`src/rtl/prio_intc_pkg.sv`:
```
package prio_intc_pkg;

    localparam int LVL_W   = 3;
    localparam int NUM_LVL = 1 << LVL_W;

    typedef enum logic [1:0] {
        OP_BYTE = 2'd0,
        OP_SET  = 2'd1,
        OP_CLR  = 2'd2,
        OP_NONE = 2'd3
    } bus_op_e;

    typedef struct packed {
        logic             pend;
        logic             mask;
        logic [LVL_W-1:0] lvl;
    } src_state_t;

    // Resulting byte after a bus operation on an existing byte.
    function automatic logic [7:0] apply_op(input logic [1:0] op,
                                            input logic [7:0] cur,
                                            input logic [7:0] wd,
                                            input logic [2:0] idx);
        logic [7:0] r;
        r = cur;
        case (op)
            OP_BYTE: r = wd;
            OP_SET:  r[idx] = 1'b1;
            OP_CLR:  r[idx] = 1'b0;
            default: r = cur;
        endcase
        return r;
    endfunction

    function automatic logic [7:0] ctrl_byte(input src_state_t s);
        return {s.pend, s.mask, 3'b000, s.lvl};
    endfunction

endpackage

```
`src/rtl/prio_intc_regs.sv`:
```
module prio_intc_regs
    import prio_intc_pkg::*;
#(
    parameter int NUM_SRC   = 64,
    parameter int ADDR_W    = 8,
    parameter int CTRL_BASE = 'h00,
    parameter int MASK_BASE = 'h80,
    parameter int ISR_ADDR  = 'hFF,
    localparam int SRC_W    = $clog2(NUM_SRC),
    localparam int N_MBYTE  = NUM_SRC / 8
) (
    input  logic                         clk,
    input  logic                         rst,
    input  logic [NUM_SRC-1:0]           src_pulse,
    input  logic                         bus_wr,
    input  logic [1:0]                   bus_op,
    input  logic [ADDR_W-1:0]            bus_addr,
    input  logic [2:0]                   bus_bit,
    input  logic [7:0]                   bus_wdata,
    input  logic                         ack_fire,
    input  logic [SRC_W-1:0]             ack_src,
    input  logic [NUM_LVL-1:0]           isr,
    output src_state_t [NUM_SRC-1:0]     st_q,
    output logic [7:0]                   bus_rdata,
    output logic                         bus_bit_rd
);

    src_state_t [NUM_SRC-1:0] st_d;
    logic [NUM_SRC-1:0]       mask_vec;
    logic [NUM_SRC-1:0]       pend_vec;

    always_comb begin
        for (int i = 0; i < NUM_SRC; i++) begin
            mask_vec[i] = st_q[i].mask;
            pend_vec[i] = st_q[i].pend;
        end
    end

    always_comb begin
        logic [7:0] nb;
        st_d = st_q;
        for (int i = 0; i < NUM_SRC; i++) begin
            nb = '0;
            if (bus_wr && bus_addr == ADDR_W'(CTRL_BASE + 2*i)) begin
                nb = apply_op(bus_op, ctrl_byte(st_q[i]), bus_wdata, bus_bit);
                st_d[i].pend = nb[7];
                st_d[i].mask = nb[6];
                st_d[i].lvl  = nb[LVL_W-1:0];
            end
            if (bus_wr && bus_addr == ADDR_W'(MASK_BASE + i/8)) begin
                nb = apply_op(bus_op, mask_vec[(i/8)*8 +: 8], bus_wdata, bus_bit);
                st_d[i].mask = nb[i%8];
            end
            if (ack_fire && ack_src == SRC_W'(i))
                st_d[i].pend = 1'b0;
            if (src_pulse[i])
                st_d[i].pend = 1'b1;
        end
    end

    always_ff @(posedge clk) begin
        if (rst) begin
            for (int i = 0; i < NUM_SRC; i++)
                st_q[i] <= '{pend: 1'b0, mask: 1'b1, lvl: '0};
        end else begin
            st_q <= st_d;
        end
    end

    always_comb begin
        bus_rdata = '0;
        for (int i = 0; i < NUM_SRC; i++)
            if (bus_addr == ADDR_W'(CTRL_BASE + 2*i))
                bus_rdata = ctrl_byte(st_q[i]);
        for (int k = 0; k < N_MBYTE; k++)
            if (bus_addr == ADDR_W'(MASK_BASE + k))
                bus_rdata = mask_vec[k*8 +: 8];
        if (bus_addr == ADDR_W'(ISR_ADDR))
            bus_rdata = isr;
    end

    assign bus_bit_rd = bus_rdata[bus_bit];

    // state right after reset
    p_reset_state_r1: assert property (@(posedge clk) disable iff (rst)
        $past(rst) |-> (mask_vec == '1 && pend_vec == '0));

    // a request pulse always leaves its pending flag set
    p_pulse_sets_pend_r11: assert property (@(posedge clk) disable iff (rst)
        (src_pulse != '0) |=> ((pend_vec & $past(src_pulse)) == $past(src_pulse)));

    // pending flags only rise on a pulse or an explicit bus write
    p_pend_rise_cause_r4: assert property (@(posedge clk) disable iff (rst)
        (src_pulse == '0 && !bus_wr) |=> ((pend_vec & ~$past(pend_vec)) == '0));

endmodule

```
`src/rtl/prio_intc_arb.sv`:
```
module prio_intc_arb
    import prio_intc_pkg::*;
#(
    parameter int NUM_SRC = 64,
    localparam int SRC_W  = $clog2(NUM_SRC)
) (
    input  src_state_t [NUM_SRC-1:0] st,
    input  logic [NUM_LVL-1:0]       isr,
    output logic                     valid,
    output logic [SRC_W-1:0]         src,
    output logic [LVL_W-1:0]         level
);

    logic [LVL_W:0] ceiling;

    // Most urgent level in service, or NUM_LVL when none is.
    always_comb begin
        ceiling = (LVL_W+1)'(NUM_LVL);
        for (int l = NUM_LVL-1; l >= 0; l--)
            if (isr[l]) ceiling = (LVL_W+1)'(l);
    end

    always_comb begin
        valid = 1'b0;
        src   = '0;
        level = '0;
        for (int i = 0; i < NUM_SRC; i++) begin
            if (st[i].pend && !st[i].mask && {1'b0, st[i].lvl} < ceiling) begin
                if (!valid || st[i].lvl < level) begin
                    valid = 1'b1;
                    src   = SRC_W'(i);
                    level = st[i].lvl;
                end
            end
        end
    end

endmodule

```
`src/rtl/prio_intc_isr.sv`:
```
module prio_intc_isr
    import prio_intc_pkg::*;
(
    input  logic               clk,
    input  logic               rst,
    input  logic               ack_fire,
    input  logic [LVL_W-1:0]   ack_level,
    input  logic               eoi,
    output logic [NUM_LVL-1:0] isr_q
);

    logic [NUM_LVL-1:0] top_bit;
    logic [NUM_LVL-1:0] isr_d;

    always_comb begin
        top_bit = isr_q & (~isr_q + 1'b1);
        isr_d   = isr_q;
        if (eoi)      isr_d = isr_d & ~top_bit;
        if (ack_fire) isr_d[ack_level] = 1'b1;
    end

    always_ff @(posedge clk) begin
        if (rst) isr_q <= '0;
        else     isr_q <= isr_d;
    end

    // acknowledge marks the level in service
    p_ack_sets_level_r7: assert property (@(posedge clk) disable iff (rst)
        ack_fire |=> isr_q[$past(ack_level)]);

    // end-of-interrupt retires exactly one level
    p_eoi_retires_one_r8: assert property (@(posedge clk) disable iff (rst)
        (eoi && !ack_fire && isr_q != '0) |=>
            ($countones(isr_q) == $past($countones(isr_q)) - 1));

endmodule

```
`src/rtl/prio_intc.sv`:
```
module prio_intc
    import prio_intc_pkg::*;
#(
    parameter int NUM_SRC   = 64,
    parameter int ADDR_W    = 8,
    parameter int CTRL_BASE = 'h00,
    parameter int MASK_BASE = 'h80,
    parameter int ISR_ADDR  = 'hFF,
    localparam int SRC_W    = $clog2(NUM_SRC)
) (
    input  logic               clk,
    input  logic               rst,
    input  logic [NUM_SRC-1:0] src_pulse,
    input  logic               bus_wr,
    input  logic [1:0]         bus_op,
    input  logic [ADDR_W-1:0]  bus_addr,
    input  logic [2:0]         bus_bit,
    input  logic [7:0]         bus_wdata,
    output logic [7:0]         bus_rdata,
    output logic               bus_bit_rd,
    output logic               irq_valid,
    output logic [SRC_W-1:0]   irq_src,
    output logic [2:0]         irq_level,
    input  logic               irq_ack,
    input  logic               eoi
);

    src_state_t [NUM_SRC-1:0] st;
    logic [NUM_LVL-1:0]       isr;
    logic                     ack_fire;

    assign ack_fire = irq_ack && irq_valid;

    prio_intc_regs #(
        .NUM_SRC(NUM_SRC), .ADDR_W(ADDR_W), .CTRL_BASE(CTRL_BASE),
        .MASK_BASE(MASK_BASE), .ISR_ADDR(ISR_ADDR)
    ) regs_i (
        .clk(clk), .rst(rst), .src_pulse(src_pulse),
        .bus_wr(bus_wr), .bus_op(bus_op), .bus_addr(bus_addr),
        .bus_bit(bus_bit), .bus_wdata(bus_wdata),
        .ack_fire(ack_fire), .ack_src(irq_src), .isr(isr),
        .st_q(st), .bus_rdata(bus_rdata), .bus_bit_rd(bus_bit_rd)
    );

    prio_intc_arb #(.NUM_SRC(NUM_SRC)) arb_i (
        .st(st), .isr(isr),
        .valid(irq_valid), .src(irq_src), .level(irq_level)
    );

    prio_intc_isr isr_i (
        .clk(clk), .rst(rst), .ack_fire(ack_fire),
        .ack_level(irq_level), .eoi(eoi), .isr_q(isr)
    );

    // offered level is more urgent than every level in service
    p_valid_unblocked_r6: assert property (@(posedge clk) disable iff (rst)
        irq_valid |-> ((isr & ((NUM_LVL'(1) << (irq_level + 1)) - 1'b1)) == '0));

    // an offered source is pending and unmasked
    p_valid_eligible_r4: assert property (@(posedge clk) disable iff (rst)
        irq_valid |-> (st[irq_src].pend && !st[irq_src].mask));

    // acknowledge consumes the pending flag unless re-requested
    p_ack_clears_pend_r7: assert property (@(posedge clk) disable iff (rst)
        (ack_fire && !src_pulse[irq_src]) |=> !st[$past(irq_src)].pend);

    // nothing is offered right after reset
    p_reset_quiet_r1: assert property (@(posedge clk) disable iff (rst)
        $past(rst) |-> !irq_valid);

endmodule

```
`config.mk`:
```
export PLATFORM = sky130hd
export DESIGN_NAME = prio_intc
export DESIGN_NICKNAME = d
export VERILOG_FILES = /design/src/rtl/prio_intc_pkg.sv /design/src/rtl/prio_intc_regs.sv /design/src/rtl/prio_intc_arb.sv /design/src/rtl/prio_intc_isr.sv /design/src/rtl/prio_intc.sv
export SDC_FILE = /design/constraint.sdc
export NUM_CORES = 2
export LEC_CHECK = 0
export ABC_AREA = 1
export BUFFER_PORTS_ARGS = -buffer_cell sky130_fd_sc_hd__buf_2
export CAP_MARGIN = 20
export CORE_ASPECT_RATIO = 0.9
export CORE_MARGIN = 1
export CORE_UTILIZATION = 35
export DETAILED_ROUTE_END_ITERATION = 8
export PLACE_DENSITY = 0.5
export SLEW_MARGIN = 40
export SYNTH_ARGS = -nofsm -noshare
export SYNTH_HDL_FRONTEND = slang
export SYNTH_HIERARCHICAL = 1
export SYNTH_SLANG_ARGS = --single-unit
```
`constraint.sdc`:
```
create_clock -name clk -period 40.1 [get_ports clk]
set_clock_uncertainty 0.1 [all_clocks]
set_input_delay 4.01 -clock clk [delete_from_list [all_inputs] [get_ports clk]]
set_output_delay 4.01 -clock clk [all_outputs]
set_load 0.01 [all_outputs]
```
# --- Word level (Yosys, flattened, before mapping) ---
# Cells that the tools add are included.
totals:
  elab_cells: 2326
  regBits: 328
  out_inout_bits: 19
  inputBits: 90
classes:
  magnitude_cmp: 131
  addsub: 1
  bitwise_logic: 150
  eq_ne: 209
  n_mux: 797
  n_reduce_logical: 845
op_table:
  columns: ["operator", "count"]
  rows:
  - ["case mux 8 bit (3 select lines)", 72]
  - ["2-to-1 mux 6 bit", 125]
  - ["2-to-1 mux 8 bit", 75]
  - ["bitwise AND 8 bit", 74]
  - ["OR 8 bit", 73]
  - ["2-to-1 mux 3 bit", 127]
  - ["2-to-1 mux 1 bit", 323]
  - ["2-to-1 mux 5 bit", 64]
  - ["nonzero test 5 bit", 64]
  - ["inequality test 4 bit (second input constant)", 72]
  - ["logical AND 1 bit", 267]
  - ["== test 8 x 7 -> 1 bit (second input constant)", 32]
  - ["less-than comparator 3 x 4 -> 1 bit", 64]
  - ["AND reduction 2 bit", 128]
  - ["nonzero test 3 bit", 65]
  - ["== test 6 bit (second input constant)", 32]
  - ["AND reduction 3 bit", 64]
  - ["less-than comparator 3 bit", 63]
  - ["== test 8 x 6 -> 1 bit (second input constant)", 16]
  - ["nonzero test 2 bit", 64]
  - ["logical NOT 1 bit", 127]
  - ["== test 6 x 5 -> 1 bit (second input constant)", 16]
  - ["== test 8 bit (second input constant)", 9]
  - ["== test 8 x 5 -> 1 bit (second input constant)", 8]
  - ["other kinds (20)", 109]

# --- Logic depth before layout (Yosys ltp) ---
logic_depth:
  depth_word: 269
  depth_mapped: 484
  mapped_depth_nobuf: 484

# --- By module ---
# The synthesis kept the hierarchy.
modules_own_cells:
  columns: ["module", "n_inst", "cells_per_inst", "seq_area_each_um2", "area_per_inst_um2"]
  rows:
  - ["prio_intc_regs", 1, 3142, 6406.1, 19149.6]
  - ["prio_intc_arb", 1, 2430, 0.0, 12783.5]
  - ["prio_intc_isr", 1, 52, 160.2, 375.4]
  - ["prio_intc", 1, 2, 0.0, 7.5]

# --- Worst setup path after synthesis ---
# No wires, ideal clock.
synth_path:
  kind: "register to output"
  startpoint: "reg isr_i.isr_q[6]"
  endpoint: "out irq_level[2]"
  required_ns: 35.990
  path_stages_with_launch: 461
  n_path_buf: 0
  arrival_time_ns: 35.125
  slack_ns: 0.865
  cell_sequence: "dfxtp_1 -> nor2_1 -> o311ai_0 -> nand3_1 -> ha_1 -> nand2_1 -> nand2_1 -> nand2_1 -> nand2_1 -> clkinv_1 -> nand2_1 -> ha_1 -> a21oi_1 -> nand2_1 -> nand2_2 -> nand2_2 -> o21ai_0 -> ha_1 -> (+425 left out) -> inv_1 -> nand2_1 -> nand2_1 -> nand2_2 -> nand2_4 -> inv_2 -> or2_1 -> o21ai_1 -> inv_1 -> ha_1 -> nand2_1 -> inv_1 -> nand2_1 -> nand2_1 -> nand2_2 -> nand2_4 -> nand2_1 -> nand2_1"
synth_between:
  elab_chain_cells: 262
  elab_cells_between_ends: 576
  classes_between: "order compare: 127; mux: 259; reduce/logical: 190"
synth_lines:
  columns: ["item", "line_no", "source"]
  rows:
  - ["start: declaration", "prio_intc_isr.sv:9", "output logic [NUM_LVL-1:0] isr_q"]
  - ["start signal: assignment", "prio_intc_isr.sv:24", "else isr_q <= isr_d;"]
  - ["2-to-1 mux 4 bit * (7 in a row)", "prio_intc_arb.sv:20", "if (isr[l]) ceiling = (LVL_W+1)'(l);"]
  - ["less-than comparator 3 x 4 -> 1 bit", "prio_intc_arb.sv:28", "if (st[i].pend && !st[i].mask && {1'b0, st[i].lvl} < ceiling) begin"]
  - ["logical AND 1 bit", "prio_intc_arb.sv:28", null]
  - ["2-to-1 mux 3 bit / 2-to-1 mux 1 bit (equally long branches)", "prio_intc_arb.sv:28", null]
  - ["less-than comparator 3 bit / logical NOT 1 bit (equally long branches)", "prio_intc_arb.sv:29", "if (!valid || st[i].lvl < level) begin"]
  - ["logical OR 1 bit", "prio_intc_arb.sv:29", null]
  - ["2-to-1 mux 3 bit / 2-to-1 mux 1 bit (equally long branches)", "prio_intc_arb.sv:29", null]
  - ["2-to-1 mux 3 bit / 2-to-1 mux 1 bit (equally long branches)", "prio_intc_arb.sv:28", null]
  - ["(+240 left out)", null, null]
  - ["less-than comparator 3 bit / logical NOT 1 bit (equally long branches)", "prio_intc_arb.sv:29", null]
  - ["logical OR 1 bit", "prio_intc_arb.sv:29", null]
  - ["2-to-1 mux 3 bit / 2-to-1 mux 1 bit (equally long branches)", "prio_intc_arb.sv:29", null]
  - ["2-to-1 mux 3 bit / 2-to-1 mux 1 bit (equally long branches)", "prio_intc_arb.sv:28", null]
  - ["less-than comparator 3 bit / logical NOT 1 bit (equally long branches)", "prio_intc_arb.sv:29", null]
  - ["logical OR 1 bit", "prio_intc_arb.sv:29", null]
  - ["2-to-1 mux 3 bit", "prio_intc_arb.sv:29", null]
  - ["2-to-1 mux 3 bit *", "prio_intc_arb.sv:28", null]
  - ["end: declaration", "prio_intc.sv:23", "output logic [2:0] irq_level,"]
# Mark *: on every way between the ends. The rest lies on a longest branch, timed or not.

# --- Final worst setup path ---
layout_path:
  startpoint: "reg isr_i.isr_q[4]"
  endpoint: "out irq_src[2]"
layout_between:
  elab_chain_cells: 260
  elab_cells_between_ends: 696
  classes_between: "order compare: 127; mux: 379; reduce/logical: 190"
layout_lines:
  columns: ["item", "line_no", "source"]
  rows:
  - ["2-to-1 mux 4 bit * (5 in a row)", "prio_intc_arb.sv:20", null]
  - ["less-than comparator 3 x 4 -> 1 bit", "prio_intc_arb.sv:28", null]
  - ["logical AND 1 bit", "prio_intc_arb.sv:28", null]
  - ["2-to-1 mux 3 bit / 2-to-1 mux 1 bit (equally long branches)", "prio_intc_arb.sv:28", null]
  - ["less-than comparator 3 bit / logical NOT 1 bit (equally long branches)", "prio_intc_arb.sv:29", null]
  - ["logical OR 1 bit", "prio_intc_arb.sv:29", null]
  - ["2-to-1 mux 3 bit / 2-to-1 mux 1 bit (equally long branches)", "prio_intc_arb.sv:29", null]
  - ["2-to-1 mux 3 bit / 2-to-1 mux 1 bit (equally long branches)", "prio_intc_arb.sv:28", null]
  - ["(+240 left out)", null, null]
  - ["less-than comparator 3 bit / logical NOT 1 bit (equally long branches)", "prio_intc_arb.sv:29", null]
  - ["logical OR 1 bit", "prio_intc_arb.sv:29", null]
  - ["2-to-1 mux 3 bit / 2-to-1 mux 1 bit (equally long branches)", "prio_intc_arb.sv:29", null]
  - ["2-to-1 mux 3 bit / 2-to-1 mux 1 bit (equally long branches)", "prio_intc_arb.sv:28", null]
  - ["less-than comparator 3 bit / logical NOT 1 bit (equally long branches)", "prio_intc_arb.sv:29", null]
  - ["logical OR 1 bit", "prio_intc_arb.sv:29", null]
  - ["2-to-1 mux 6 bit", "prio_intc_arb.sv:29", null]
  - ["2-to-1 mux 6 bit *", "prio_intc_arb.sv:28", null]
  - ["end: declaration", "prio_intc.sv:22", "output logic [SRC_W-1:0] irq_src,"]
# Marks and branches as above.

==> results.sh <==
export IMPL_clock_sinks=328
export IMPL_clk_latency_ps=600
export IMPL_viasPerCell=5.513
export IMPL_ir_worst_vdd_mv=0.02679
export IMPL_clkPwrFrac_pct=42.9
export IMPL_finish_instance_area_sq_um=41760
export IMPL_initial_core_util_pct=35.39
export IMPL_ys_types=54
export IMPL_combPwrFrac_pct=18.6
export IMPL_cap_violations=0
export IMPL_critPathArrivalTime_ps=37340
export IMPL_clock_fmax_ghz=0.02413
export IMPL_synth_warnings=6
export IMPL_power_density_nw_per_um2=20.93
export IMPL_final_common_cell="nand2_1"
export IMPL_synth_ff_type="dfxtp_1"
export IMPL_grt_overflow=0
export IMPL_critPathSlowestCell="dfxtp_1"
export IMPL_dpl_hpwl_mm=110.4
export IMPL_rsz0062_at_grt="true"
export IMPL_pin_count=109
export IMPL_busiest_layer="met2"
export IMPL_crit_family="simple AND/OR/NAND/NOR gates"
export IMPL_placed_area_sq_um=35030
export IMPL_final_core_util_pct=45.74
export IMPL_vias=39990
export IMPL_seq_power_share_pct=38.5
export IMPL_setup_worst_path_end_class="output port"
export IMPL_die_x_microns=322.3
export IMPL_routedWlPerCell_microns=21.29
export IMPL_rows=105
export IMPL_grt_util_all_layers_pct=30.97
export IMPL_worstMarginPinSlew_ps=991.8
export IMPL_core_sq_um=91310
export IMPL_clockBufferDepth=3
export IMPL_grt_use_met2_pct=46.24
export IMPL_drt_total_wl_mm=154.4
export IMPL_place_ws_ps=-1161
export IMPL_swShare_pct=32.71
export IMPL_cts_buffers=41
export IMPL_grt_pass1_vias=35440
export IMPL_cts_root_buf="clkbuf_16"
export IMPL_synth_avg_cell_area_sq_um=5.744
export IMPL_grt_pass1_wl_mm=222.5
export IMPL_max_stage_delay_ps=360
export IMPL_path_class="flip-flop to output port"
export IMPL_p_int_uw=588.0
export IMPL_path_common_cell="nand2_4"
export IMPL_postSynthCellCount=5626
export IMPL_power_leakage_uw=0.01744
export IMPL_use_met1_pct=44.80
export IMPL_cts_tree="built"
export IMPL_first_pass_iters=8
export IMPL_yosysTopAreaCell="dfxtp_1"
export IMPL_setup_viol=9
export IMPL_area_growth_pct=29.24
export IMPL_gp_routability_congestion=1.015
export IMPL_fin_nets=6235
export IMPL_multiInputGateArea_sq_um=25190
export IMPL_path_clk_slew_ps=60
export IMPL_crit_fanout=6
export IMPL_violations="negative setup slack"
export IMPL_post_route_period_util_pct=103.4
export IMPL_drt_iter0_drc=4611
export IMPL_seqCellArea_sq_um=6570
export IMPL_synth_top_area_share_pct=20.32
export IMPL_h_tree_depth=2
export IMPL_critPathLaunchType="flip-flop"
export IMPL_synth_seq_area_share_pct=20.32
export IMPL_drc=0
export IMPL_period_minus_slack_ps=41450
export IMPL_placedCellCount=6953
export IMPL_synth_edff_count=0
export IMPL_drv_slew=0
export IMPL_synth_seq_cells=328
export IMPL_fp_dieH_microns=290.3
export IMPL_die_area_sq_um=93550
export IMPL_status="complete, but fails checks"
export IMPL_layout_setup_ws_ps=-1349
export IMPL_fillers=9755
export IMPL_drive_gt1_share_pct=26.65
export IMPL_slew_headroom_pct=33.88
export IMPL_grt_max_degree=153
export IMPL_antenna_found_initial=8
export IMPL_worst_path_buf_inv=50
export IMPL_port_buffers=108
export IMPL_synthArstFlopShare_pct=0
export IMPL_synthesis_area_sq_um=32320
export IMPL_ant_nets=0
export IMPL_switchingPower_uw=285.9
export IMPL_yosys_top_cells_area="dfxtp_1 20%, nand2_1 18%, o21ai_0 9.2%, inv_1 8.2%, a21oi_1 7.8%"
export IMPL_hold_path_class="flip-flop to flip-flop"
export IMPL_hold_viol_final=0
export IMPL_syn_nets=5866
export IMPL_setup_tns_final_ps=-11830
export IMPL_stdcell_count=7254
export IMPL_layout_common_cells="1,217 x nand2_1, 687 x inv_1, 560 x o21ai_0"
export IMPL_grtUsageMet3_pct=4.732
export IMPL_required_ps=35990
cells by family (layout without fill, tap and decap cells):
logic type               count (synthesis)  after routing  share of synthesized area [%]
buffers and inverters                 1024           1420                          12.00
other                                    0              1                              0
AO/OA/AOI/OAI                         1275           1275                          21.32
AND/OR/NAND/NOR                       2849           2850                          40.56
adder cells (fa/ha/maj)                150            150                          5.808
flip-flops                             328            328                          20.32
worst min-delay path, delay by kind of cell (launching register included):
| family | cells | cell delay (ps) |
|---|---|---|
| DFF | 1 | 330 |
| AOI/OAI and AO/OA | 2 | 140 |
through the flow:
step                hold WS [ps]  power [uW]
CTS                        412.0       852.0
finish                     415.0       873.9
floorplan                  362.4       422.0
global placement           400.4       477.5
global route               448.1       895.6
detailed placement         404.1       478.1
cells in the mapped netlist, types with 2 or more instances:
cell type  instances
inv_1            709
nand2_2          153
nand2_4          115
o31ai_1            2
or2_2              8
clkinv_2           3
a31oi_1           14
nand3b_1          29
nand4_1           98
clkbuf_2           2
clkinv_1          33
clkbuf_1         135
o221ai_1          40
buf_1              9
a22oi_1            3
o21a_1            19
nor2_8             3
o2111ai_1          3
o311ai_0          54
nor2_2            14
nor2_4            13
nor2_1           431
o21ai_1           18
nand3_2            3
ha_1             150
o22ai_1           11
nand3_1          424
dfxtp_1          328
or2_1              3
nor3_1            20
nand2_1         1529
a22o_1             5
a21oi_1          504
inv_2            128
o21bai_1           3
o21ai_0          592
state kept, by name, indices dropped and copies added, names as in the netlist:
register and cells:
isr_i/isr_q 8, regs_i/st_q 320
path summary, 6_finish.rpt:
check                                from  depth (start not counted)  slack (ps)                       endpoint
max             isr_i/isr_q[4]$_SDFF_PP0_                        460       -1350                     irq_src[2]
min          regs_i/st_q[70]$_SDFFE_PP0P_                          2         420   regs_i/st_q[70]$_SDFFE_PP0P_
max reg2reg     isr_i/isr_q[4]$_SDFF_PP0_                        468        1810  regs_i/st_q[214]$_SDFFE_PP0P_
min reg2reg  regs_i/st_q[70]$_SDFFE_PP0P_                          2         420   regs_i/st_q[70]$_SDFFE_PP0P_
metal layers:
metal  vias up  share of wire (%)
met1     18730                 45
met4         4                3.7
met5         -              0.017
met3       292                9.0
met2      1813                 42
li1      19150                  -
power groups by stage:
stage,clock (uW),sequential [uW],combinational (uW)
finish,375,337,162
global route,389,337,169
CTS,377,336,139
detailed placement,0,343,135
global placement,0,343,135
floorplan,0,341,81.4
what timing repair did:
action,in CTS,in global routing
setup endpoints to repair,9,81
gates resized for setup,191,702
pin swaps,99,324
hold buffers,0,0
gates cloned,1,4
setup buffers,91,136
cell type report:
| cell class | instances | area share [%] |
|---|---|---|
| Antenna cell | 1 | 0.005992 |
| Clock buffer | 56 | 2.807 |
| Clock inverter | 15 | 0.2696 |
| Inverter | 875 | 7.996 |
| Multi-Input combinational cell | 4275 | 60.31 |
| Sequential cell | 328 | 15.73 |
| Tap cell | 1230 | 3.685 |
| Timing Repair Buffer | 474 | 9.197 |
No activity file was read; power rests on OpenSTA's default activity.
